===== src/rtl/ata_tf_pkg.sv =====
package ata_tf_pkg;
  localparam int HIST_N   = 4;  // sector count, lba low, lba mid, lba high
  localparam int HOB_BIT  = 7;
  localparam int SRST_BIT = 2;
  localparam int NIEN_BIT = 1;
  localparam int LBA_BIT  = 6;
  localparam int DRV_BIT  = 4;

  typedef enum logic [3:0] {
    SEL_NONE, SEL_DATA, SEL_ERR, SEL_CNT, SEL_LO, SEL_MID, SEL_HI,
    SEL_DEV, SEL_STAT, SEL_ALT
  } regSel_e;

  typedef struct packed {
    logic              wrData;
    logic              wrFeat;
    logic [HIST_N-1:0] wrHist;
    logic              wrDev;
    logic              wrCmd;
    logic              wrDevCtl;
    logic              ackStat;
  } tfStrobe_t;
endpackage


===== src/rtl/ata_tf_ctrl.sv =====
module ata_tf_ctrl
  import ata_tf_pkg::*;
(
  input  logic       clk,
  input  logic       rstN,
  input  logic       nCs0,
  input  logic       nCs1,
  input  logic [2:0] da,
  input  logic       nRd,
  input  logic       nWr,
  input  logic       softRst,
  output regSel_e    rdSel,
  output tfStrobe_t  stb
);
  localparam logic [3:0] CNT_IDX = SEL_CNT;

  logic    rdPrevN, wrPrevN;
  regSel_e sel;
  logic    rdFirst, wrFirst, cmdBlkWr;

  always_ff @(posedge clk or negedge rstN) begin
    if (!rstN) begin
      rdPrevN <= 1'b1;
      wrPrevN <= 1'b1;
    end else begin
      rdPrevN <= nRd;
      wrPrevN <= nWr;
    end
  end

  always_comb begin
    sel = SEL_NONE;
    if (!nCs0 && nCs1) begin
      case (da)
        3'd0:    sel = SEL_DATA;
        3'd1:    sel = SEL_ERR;
        3'd2:    sel = SEL_CNT;
        3'd3:    sel = SEL_LO;
        3'd4:    sel = SEL_MID;
        3'd5:    sel = SEL_HI;
        3'd6:    sel = SEL_DEV;
        default: sel = SEL_STAT;
      endcase
    end else if (nCs0 && !nCs1 && da == 3'd6) begin
      sel = SEL_ALT;
    end
  end

  assign rdFirst  = !nRd && rdPrevN;
  assign wrFirst  = !nWr && wrPrevN;
  assign cmdBlkWr = wrFirst && !softRst;
  assign rdSel    = nRd ? SEL_NONE : sel;

  assign stb.wrData   = cmdBlkWr && sel == SEL_DATA;
  assign stb.wrFeat   = cmdBlkWr && sel == SEL_ERR;
  assign stb.wrDev    = cmdBlkWr && sel == SEL_DEV;
  assign stb.wrCmd    = cmdBlkWr && sel == SEL_STAT;
  assign stb.wrDevCtl = wrFirst && sel == SEL_ALT;
  assign stb.ackStat  = rdFirst && sel == SEL_STAT;

  for (genvar g = 0; g < HIST_N; g++) begin : g_histWr
    assign stb.wrHist[g] = cmdBlkWr && (sel == regSel_e'(CNT_IDX + 4'(g)));
  end
endmodule


===== src/rtl/ata_tf_datapath.sv =====
module ata_tf_datapath
  import ata_tf_pkg::*;
#(
  parameter int DATA_W = 16,
  parameter int REG_W  = 8
) (
  input  logic                    clk,
  input  logic                    rstN,
  input  tfStrobe_t               stb,
  input  regSel_e                 rdSel,
  input  logic [DATA_W-1:0]       wrData,
  input  logic                    fwBusy,
  input  logic [REG_W-2:0]        fwStatus,
  input  logic [REG_W-1:0]        fwError,
  input  logic                    fwIrq,
  input  logic                    devId,
  output logic [DATA_W-1:0]       rdData,
  output logic                    intrq,
  output logic                    softRst,
  output logic                    cmdStrobe,
  output logic [REG_W-1:0]        cmdCode,
  output logic [REG_W-1:0]        featOut,
  output logic [2*REG_W-1:0]      cntOut,
  output logic [6*REG_W-1:0]      lbaOut,
  output logic                    lbaMode,
  output logic                    devSel
);
  localparam int HW = HIST_N * REG_W;
  localparam int PAD_W = DATA_W - REG_W;

  logic [HW-1:0]     curV, prevV;
  logic [DATA_W-1:0] dataQ;
  logic [REG_W-1:0]  featQ, devQ, devCtlQ;
  logic              pendQ;
  logic [REG_W-1:0]  statusByte, histRd;
  logic              anyCmdWr;
  logic              hob;

  assign softRst    = devCtlQ[SRST_BIT];
  assign hob        = devCtlQ[HOB_BIT];
  assign statusByte = {fwBusy, fwStatus};
  assign anyCmdWr   = stb.wrData | stb.wrFeat | (|stb.wrHist) | stb.wrDev | stb.wrCmd;

  for (genvar g = 0; g < HIST_N; g++) begin : g_hist
    localparam logic [REG_W-1:0] DEF = (g < 2) ? REG_W'(1) : '0;
    logic [REG_W-1:0] curQ, prevQ;
    always_ff @(posedge clk or negedge rstN) begin
      if (!rstN) begin
        curQ  <= DEF;
        prevQ <= '0;
      end else if (softRst) begin
        curQ  <= DEF;
        prevQ <= '0;
      end else if (stb.wrHist[g]) begin
        prevQ <= curQ;
        curQ  <= wrData[REG_W-1:0];
      end
    end
    assign curV[g*REG_W +: REG_W]  = curQ;
    assign prevV[g*REG_W +: REG_W] = prevQ;
  end

  always_ff @(posedge clk or negedge rstN) begin
    if (!rstN) begin
      dataQ <= '0;
      featQ <= '0;
      devQ  <= '0;
    end else if (softRst) begin
      dataQ <= '0;
      featQ <= '0;
      devQ  <= '0;
    end else begin
      if (stb.wrData) dataQ <= wrData;
      if (stb.wrFeat) featQ <= wrData[REG_W-1:0];
      if (stb.wrDev)  devQ  <= wrData[REG_W-1:0];
    end
  end

  always_ff @(posedge clk or negedge rstN) begin
    if (!rstN) begin
      devCtlQ <= '0;
    end else if (stb.wrDevCtl) begin
      devCtlQ <= wrData[REG_W-1:0];
    end else if (anyCmdWr) begin
      devCtlQ[HOB_BIT] <= 1'b0;
    end
  end

  always_ff @(posedge clk or negedge rstN) begin
    if (!rstN) begin
      pendQ     <= 1'b0;
      cmdStrobe <= 1'b0;
      cmdCode   <= '0;
    end else begin
      cmdStrobe <= stb.wrCmd;
      if (stb.wrCmd) cmdCode <= wrData[REG_W-1:0];
      if (softRst)                       pendQ <= 1'b0;
      else if (fwIrq)                    pendQ <= 1'b1;
      else if (stb.ackStat || stb.wrCmd) pendQ <= 1'b0;
    end
  end

  always_comb begin
    histRd = '0;
    for (int i = 0; i < HIST_N; i++) begin
      if (rdSel == regSel_e'(4'(SEL_CNT) + 4'(i)))
        histRd = hob ? prevV[i*REG_W +: REG_W] : curV[i*REG_W +: REG_W];
    end
  end

  always_comb begin
    rdData = '0;
    if (rdSel != SEL_NONE && fwBusy) begin
      rdData = {{PAD_W{1'b0}}, statusByte};
    end else begin
      case (rdSel)
        SEL_DATA:                        rdData = dataQ;
        SEL_ERR:                         rdData = {{PAD_W{1'b0}}, fwError};
        SEL_CNT, SEL_LO, SEL_MID, SEL_HI: rdData = {{PAD_W{1'b0}}, histRd};
        SEL_DEV:                         rdData = {{PAD_W{1'b0}}, devQ};
        SEL_STAT, SEL_ALT:               rdData = {{PAD_W{1'b0}}, statusByte};
        default:                         rdData = '0;
      endcase
    end
  end

  assign intrq   = pendQ && !devCtlQ[NIEN_BIT] && (devQ[DRV_BIT] == devId);
  assign featOut = featQ;
  assign cntOut  = {prevV[REG_W-1:0], curV[REG_W-1:0]};
  assign lbaOut  = {prevV[HW-1:REG_W], curV[HW-1:REG_W]};
  assign lbaMode = devQ[LBA_BIT];
  assign devSel  = devQ[DRV_BIT];
endmodule


===== src/rtl/ata_taskfile.sv =====
module ata_taskfile
  import ata_tf_pkg::*;
#(
  parameter int DATA_W = 16,
  parameter int REG_W  = 8
) (
  input  logic               clk,
  input  logic               rstN,
  input  logic               nCs0,
  input  logic               nCs1,
  input  logic [2:0]         da,
  input  logic               nRd,
  input  logic               nWr,
  input  logic [DATA_W-1:0]  hostWrData,
  output logic [DATA_W-1:0]  hostRdData,
  output logic               intrq,
  input  logic               devId,
  input  logic               fwBusy,
  input  logic [REG_W-2:0]   fwStatus,
  input  logic [REG_W-1:0]   fwError,
  input  logic               fwIrq,
  output logic               cmdStrobe,
  output logic [REG_W-1:0]   cmdCode,
  output logic [REG_W-1:0]   featOut,
  output logic [2*REG_W-1:0] cntOut,
  output logic [6*REG_W-1:0] lbaOut,
  output logic               lbaMode,
  output logic               devSel,
  output logic               softRst
);
  regSel_e   rdSel;
  tfStrobe_t stb;

  ata_tf_ctrl u_ctrl (
    .clk(clk), .rstN(rstN), .nCs0(nCs0), .nCs1(nCs1), .da(da),
    .nRd(nRd), .nWr(nWr), .softRst(softRst), .rdSel(rdSel), .stb(stb)
  );

  ata_tf_datapath #(.DATA_W(DATA_W), .REG_W(REG_W)) u_dp (
    .clk(clk), .rstN(rstN), .stb(stb), .rdSel(rdSel), .wrData(hostWrData),
    .fwBusy(fwBusy), .fwStatus(fwStatus), .fwError(fwError), .fwIrq(fwIrq),
    .devId(devId), .rdData(hostRdData), .intrq(intrq), .softRst(softRst),
    .cmdStrobe(cmdStrobe), .cmdCode(cmdCode), .featOut(featOut),
    .cntOut(cntOut), .lbaOut(lbaOut), .lbaMode(lbaMode), .devSel(devSel)
  );
endmodule


===== config.mk =====
export PLATFORM = sky130hd
export DESIGN_NAME = ata_taskfile
export DESIGN_NICKNAME = d
export VERILOG_FILES = /design/src/rtl/ata_tf_pkg.sv /design/src/rtl/ata_tf_ctrl.sv /design/src/rtl/ata_tf_datapath.sv /design/src/rtl/ata_taskfile.sv
export SDC_FILE = /design/constraint.sdc
export NUM_CORES = 1
export LEC_CHECK = 0
export BUFFER_PORTS_ARGS = -buffer_cell sky130_fd_sc_hd__clkbuf_2
export CORE_MARGIN = 5
export CORE_UTILIZATION = 54
export DETAILED_ROUTE_END_ITERATION = 16
export MAX_ROUTING_LAYER = met4
export PLACE_DENSITY = 0.81
export SLEW_MARGIN = 20
export SYNTH_ARGS = -nofsm -noshare
export SYNTH_HDL_FRONTEND = slang
export SYNTH_HIERARCHICAL = 1
export SYNTH_SLANG_ARGS = --single-unit

===== constraint.sdc =====
create_clock -name clk -period 2.46 [get_ports clk]
set_input_delay 0 -clock clk [delete_from_list [all_inputs] [get_ports clk]]
set_output_delay 0 -clock clk [all_outputs]
set_load 0.02 [all_outputs]

; ---- After elaboration in Yosys (flattened, before gate mapping)
; Index checks and enable logic that the tools add are counted.
[totals]
out_inout_bits = 101
ff_bits = 112
word_cells = 128
[op_classes]
muxes = 41
n_eq_ne = 25
bitwise = 4
reduce_logical = 40
[ops]
columns = operator, count
row1 = $mux W8, 28
row2 = $pmux W16 S5, 1
row3 = $mux W16, 3
row4 = $eq A4 B3 Y1 const B, 8
row5 = $pmux W4 S7, 1
row6 = $logic_and A1 B1 Y1, 19
row7 = $eq A4 B2 Y1 const B, 4
row8 = $eq A4 B4 Y1 const B, 4
row9 = $reduce_bool A2 Y1, 8
row10 = $mux W4, 3
row11 = $eq A3 B3 Y1 const B, 3
row12 = $eq A4 B1 Y1 const B, 2
row13 = $reduce_or A4 Y1, 2
row14 = $eq A3 B2 Y1 const B, 2
row15 = $logic_not A1 Y1, 6
row16 = $mux W1, 5
row17 = $or A1 B1 Y1, 4
row18 = $reduce_bool A4 Y1, 1
row19 = $eq A3 B1 Y1 const B, 1
row20 = $logic_not A3 Y1, 1
row21 = $reduce_bool A3 Y1, 1
row22 = $reduce_or A2 Y1, 1
row23 = $eq A1 B1 Y1, 1
row24 = $logic_or A1 B1 Y1, 1

; ---- Longest topological paths before layout
[logic_depth]
ltp_word = 13
depth_mapped = 9
depth_no_buf = 6

; ---- By module
; Netlist, hierarchy kept.
[modules_own_cells]
columns = mod, instances, cells_each, area_per_inst_um2
row1 = ata_tf_datapath, 1, 505, 5480.3
row2 = ata_tf_ctrl, 1, 36, 307.8

; ---- Worst setup path after synthesis
; Ideal clock, no wire load.
[synth_timing]
kind = register to register
start = register u_ctrl.wrPrevN
end = register u_dp.g_hist[0].prevQ[3]
path_slack_ns = 0.248
path_stages_with_launch = 7
arrival_time_ns = 2.080
required_ns = 2.328
cell_sequence = dfstp_2 > or3b_4 > nor4b_4 > clkbuf_1 > buf_2 > mux2i_1 > nor2_1
[synth_rtl]
columns = element, line
row1 = from (decl), ata_tf_ctrl.sv:17  ; logic rdPrevN, wrPrevN;
row2 = from (signal assigned), ata_tf_ctrl.sv:27  ; wrPrevN <= nWr;
row3 = to (signal assigned), ata_tf_datapath.sv:55  ; prevQ <= curQ;
row4 = to (decl), ata_tf_datapath.sv:46  ; logic [REG_W-1:0] curQ, prevQ;

; ---- Worst setup path after layout
[layout_timing]
start = input port nCs0
end = output port hostRdData[2]
[layout_via]
elab_cells_between_ends = 26
[layout_rtl]
columns = element, line
row1 = from (decl), ata_taskfile.sv:9  ; input logic nCs0,
row2 = $logic_not A1 Y1 (*), ata_tf_ctrl.sv:33  ; if (!nCs0 && nCs1) begin
row3 = $logic_and A1 B1 Y1 (*), ata_tf_ctrl.sv:33
row4 = $mux W4 (*), ata_tf_ctrl.sv:33
row5 = $mux W4 (*), ata_tf_ctrl.sv:52  ; assign rdSel = nRd ? SEL_NONE : sel;
row6 = named net rdSel[2], ata_taskfile.sv:31  ; regSel_e rdSel;
row7 = $eq A4 B2 Y1, "ata_tf_datapath.sv:106, ata_tf_datapath.sv:116"
row8 = $mux W8 (4 in series), ata_tf_datapath.sv:106  ; if (rdSel == regSel_e'(4'(SEL_CNT) + 4'(i)))
row9 = $pmux W16 S5, ata_tf_datapath.sv:116  ; case (rdSel)
row10 = $mux W16 (*), ata_tf_datapath.sv:113  ; if (rdSel != SEL_NONE && fwBusy) begin
row11 = to (decl), ata_taskfile.sv:15  ; output logic [DATA_W-1:0] hostRdData,
; The timed path passes the listed nets; every way through them passes the cells marked *.

==> results by group <==
Run status
  • Status: finished clean

GRT
  • Total Routing Usage GR: 0.270
  • Initial antenna violation count: 0
  • Number of global-route vias before repair: 4937
  • Largest net degree at the start of global routing: 99
  • Met2 usage: 0.425
  • First-pass GRT wire length: 26.6 mm
  • M1 GR Usage: 0.347
  • GRT met3 Usage: 0.0477
  • Gr ovfl total: 0
  • Gr busiest metal: met2

Pwr
  • Comb power frac: 0.183
  • NetSw: 1.15 mW
  • PwrDens: 529 nW/um^2
  • Clock power share: 0.294
  • Sequential power share: 0.522
  • Max IR drop VDD: 0.000340 V
  • Sw Ratio: 0.300
  • Int Power: 2.69 mW
  • P_leak: 3.39 nW

Floorplan
  • Io pins: 144
  • Initial Utilization: 0.558
  • Die extent in y: 114 um
  • DIE AREA: 12900 sq um
  • Row count: 37
  • Core ar.: 10400 sq um
  • Die Wd: 114 um

Logic synthesis
  • Commonest register cell after synthesis: dfrtp_1
  • Avg Cell Area, Syn: 10.7 sq um
  • Most frequent cell after synthesis: mux2i_1
  • Post-Syn Nets: 584
  • Synth Register Bits: 111
  • Asr flop ratio synth: 1.00
  • Synth warnings: 6
  • Synthesized cell area: 5790 sq um
  • EDFF count, synth: 0
  • Post-synth top area cell: dfrtp_1
  • Top cell type's share of synthesized area: 0.463
  • Synth unique cells: 52
  • Post-synthesis sequential area ratio: 0.481
  • Synth Instances: 541
  • Area contributors post-synth: dfrtp_1 (46%), mux2i_1 (19%), nor2_1 (6.5%)
  • Post-synth top cells: mux2i_1 (112), dfrtp_1 (107), nor2_1 (101)

Run
  • Max_cap viols: 0

Place
  • Port buffer count: 143
  • Setup WS pre-CTS: 224 ps
  • Gpl congestion: 0.974
  • DP HPWL: 11.9 mm
  • Placed Instances: 795

Drt
  • Post-DR wirelength/cell: 20.5 um
  • First drt pass iteration count: 5
  • Vias/cell: 5.88
  • Drt initial violations: 507
  • Drc violations: 0
  • Via count: 4918
  • Final WL: 17.2 mm
  • Antenna-violating nets left: 0

Finish
  • Synth-to-layout area growth: 25.3%
  • Nets: 739
  • Share of cells above drive strength 1: 0.345
  • Fillers: 803
  • Layout Cells excl Fill: 837
  • Inserted Diodes: 0

STA
  • Final setup fails: 0
  • Worst slew pin tran: 1030 ps
  • Setup TNS: 0 ps
  • Unrepaired setup endpoints after global routing: false
  • Rel. slew slack: 0.316
  • Final Critical Period: 2340 ps
  • Max frequency: 427 MHz
  • Worst hold slack: 48.3 ps
  • Final setup skew: 6.87 ps
  • Final WS setup: 116 ps
  • Count of final hold-check violations: 0
  • Max-slew violations: 0
  • Fin crit share: 0.953

CTS
  • Htree depth: 3
  • Clk slew on worst S/H paths: 100 ps
  • CTS tree: done
  • Later-pin clock latency in the skew report: 370 ps
  • CTS Buf Count: 9
  • Clock buffer depth: 2
  • Clk sinks: 111
  • Root buf cell: clkbuf_8

Critical path
  • Critical path required time: 2460 ps
  • Reg2Reg Depth: 5
  • Worst setup path startpoint: nCs0
  • CP Data Arrival Time: 2340 ps
  • R2R setup slack: 380 ps
  • Reg2reg end: u_dp/g_hist[0].curQ[1]
  • CP endpoint kind: primary output
  • CP cell instances: clkbuf_2 > nand2b_1 > a211oi_4 > buf_4 > nor4bb_4 > buf_4 > a222oi_1 > a21oi_1 > a221o_1 > clkbuf_2
  • Critical path peak fanout: 8
  • WS Path Type: input pin to primary output
  • CP max-delay cell: a211oi_4
  • Startpoint types: input pin
  • End of the critical path: hostRdData[2]
  • R2R Path Start: u_ctrl/wrPrevN
  • CP max stage delay: 450 ps

Worst hold path
  • Worst min path class: input pin to flop
==> critical path, delay by kind of cell <==
| family | cells | cell delay [ps] |
|---|---|---|
| AND/OR/NAND/NOR | 2 | 680 |
| buffers and inverters | 4 | 680 |
| AO/OA/AOI/OAI | 4 | 970 |
==> area by class of cell <==
class	count	area, sq um	share of cell area
Multi-Input combinational cell	376	2900	0.400
Timing Repair Buffer	195	1180	0.163
Tap cell	136	170	0.0235
Inverter	3	11.3	0.00155
Clock inverter	6	67.6	0.00932
Sequential cell	111	2790	0.384
Clock buffer	10	138	0.0190
==> worst min-delay path by stage <==
stage | start | to | cells after the start
4_1_cts | hostWrData[6] | u_dp/devQ[6] | 3
6_report | hostWrData[6] | u_dp/devQ[6] | 3
2_1_floorplan | rstN | u_dp/cmdCode[0] | 0
5_1_grt | hostWrData[6] | u_dp/devQ[6] | 3
3_5_place_dp | rstN | u_dp/g_hist[1].prevQ[4] | 1
3_3_place_gp | rstN | u_dp/g_hist[1].curQ[4] | 1
==> power by group through the flow <==
stage	clock (mW)	sequential, mW	combinational [mW]
2_1_floorplan	0	2.11	0.315
3_3_place_gp	0	2.04	0.629
3_5_place_dp	0	2.04	0.647
4_1_cts	1.15	2.01	0.665
5_1_grt	1.25	2.02	0.757
6_report	1.13	2.00	0.704
==> metrics by stage <==
stage               power, mW  cell area [sq um]  utilization
CTS                      3.83               7040        0.679
finish                   3.84               7250        0.699
global route             4.03               7250        0.699
global placement         2.67               6700        0.646
floorplan                2.42               5790            -
detailed placement       2.69               6700        0.646
==> layout by cell type (no fill, tap or decap), types with 3 or more instances in the layout <==
| master | n |
|---|---|
| a211oi_1 | 9 |
| and3_1 | 5 |
| a211o_1 | 3 |
| clkbuf_8 | 10 |
| nor3_2 | 4 |
| nand2b_1 | 4 |
| nor3_1 | 4 |
| mux2i_1 | 112 |
| a21oi_1 | 13 |
| and2_1 | 10 |
| nor2b_1 | 12 |
| inv_1 | 3 |
| mux2_4 | 4 |
| mux2_2 | 13 |
| o21ai_0 | 8 |
| dfrtp_1 | 105 |
| a222oi_1 | 6 |
| nor3b_1 | 8 |
| o22ai_1 | 3 |
| nand2_1 | 4 |
| o22ai_2 | 4 |
| a221o_1 | 8 |
| buf_4 | 35 |
| nor2_1 | 101 |
| dlygate4sd3_1 | 12 |
| or3b_1 | 4 |
| a211oi_4 | 3 |
| nand3b_1 | 5 |
| clkbuf_2 | 141 |
| dfstp_2 | 4 |
==> layer usage <==
layer	vias up	wire length, um
met4	0	620
li1	2218	-
met3	45	1350
met2	235	8420
met5	-	0
met1	2420	6800
==> state kept, by name, summed over array words and instances (netlist names) <==
register and flops:
u_ctrl/wrPrevN 1, u_dp/cmdStrobe 1, u_dp/g_hist.prevQ 32, u_dp/devQ 8, u_dp/featOut 8, u_dp/cmdCode 8, u_dp/g_hist.curQ 32, u_dp/devCtlQ 3
u_ctrl/rdPrevN 1, u_dp/pendQ 1, u_dp/dataQ 16
==> what timing repair did <==
item                       CTS  global route
setup buffers                0            12
hold buffers                13             0
gates resized for setup      0            16
hold endpoints to repair    48             0
setup endpoints to repair    0            16
==> logic make-up after synthesis <==
group,count (synthesis),synth area share
AND/OR/NAND/NOR,178,0.161
flip-flops,111,0.481
XOR/XNOR,2,0.00303
AO/OA/AOI/OAI,66,0.0817
multiplexers,130,0.231
buffers and inverters,54,0.0417
(Power assumes the default switching activity.)
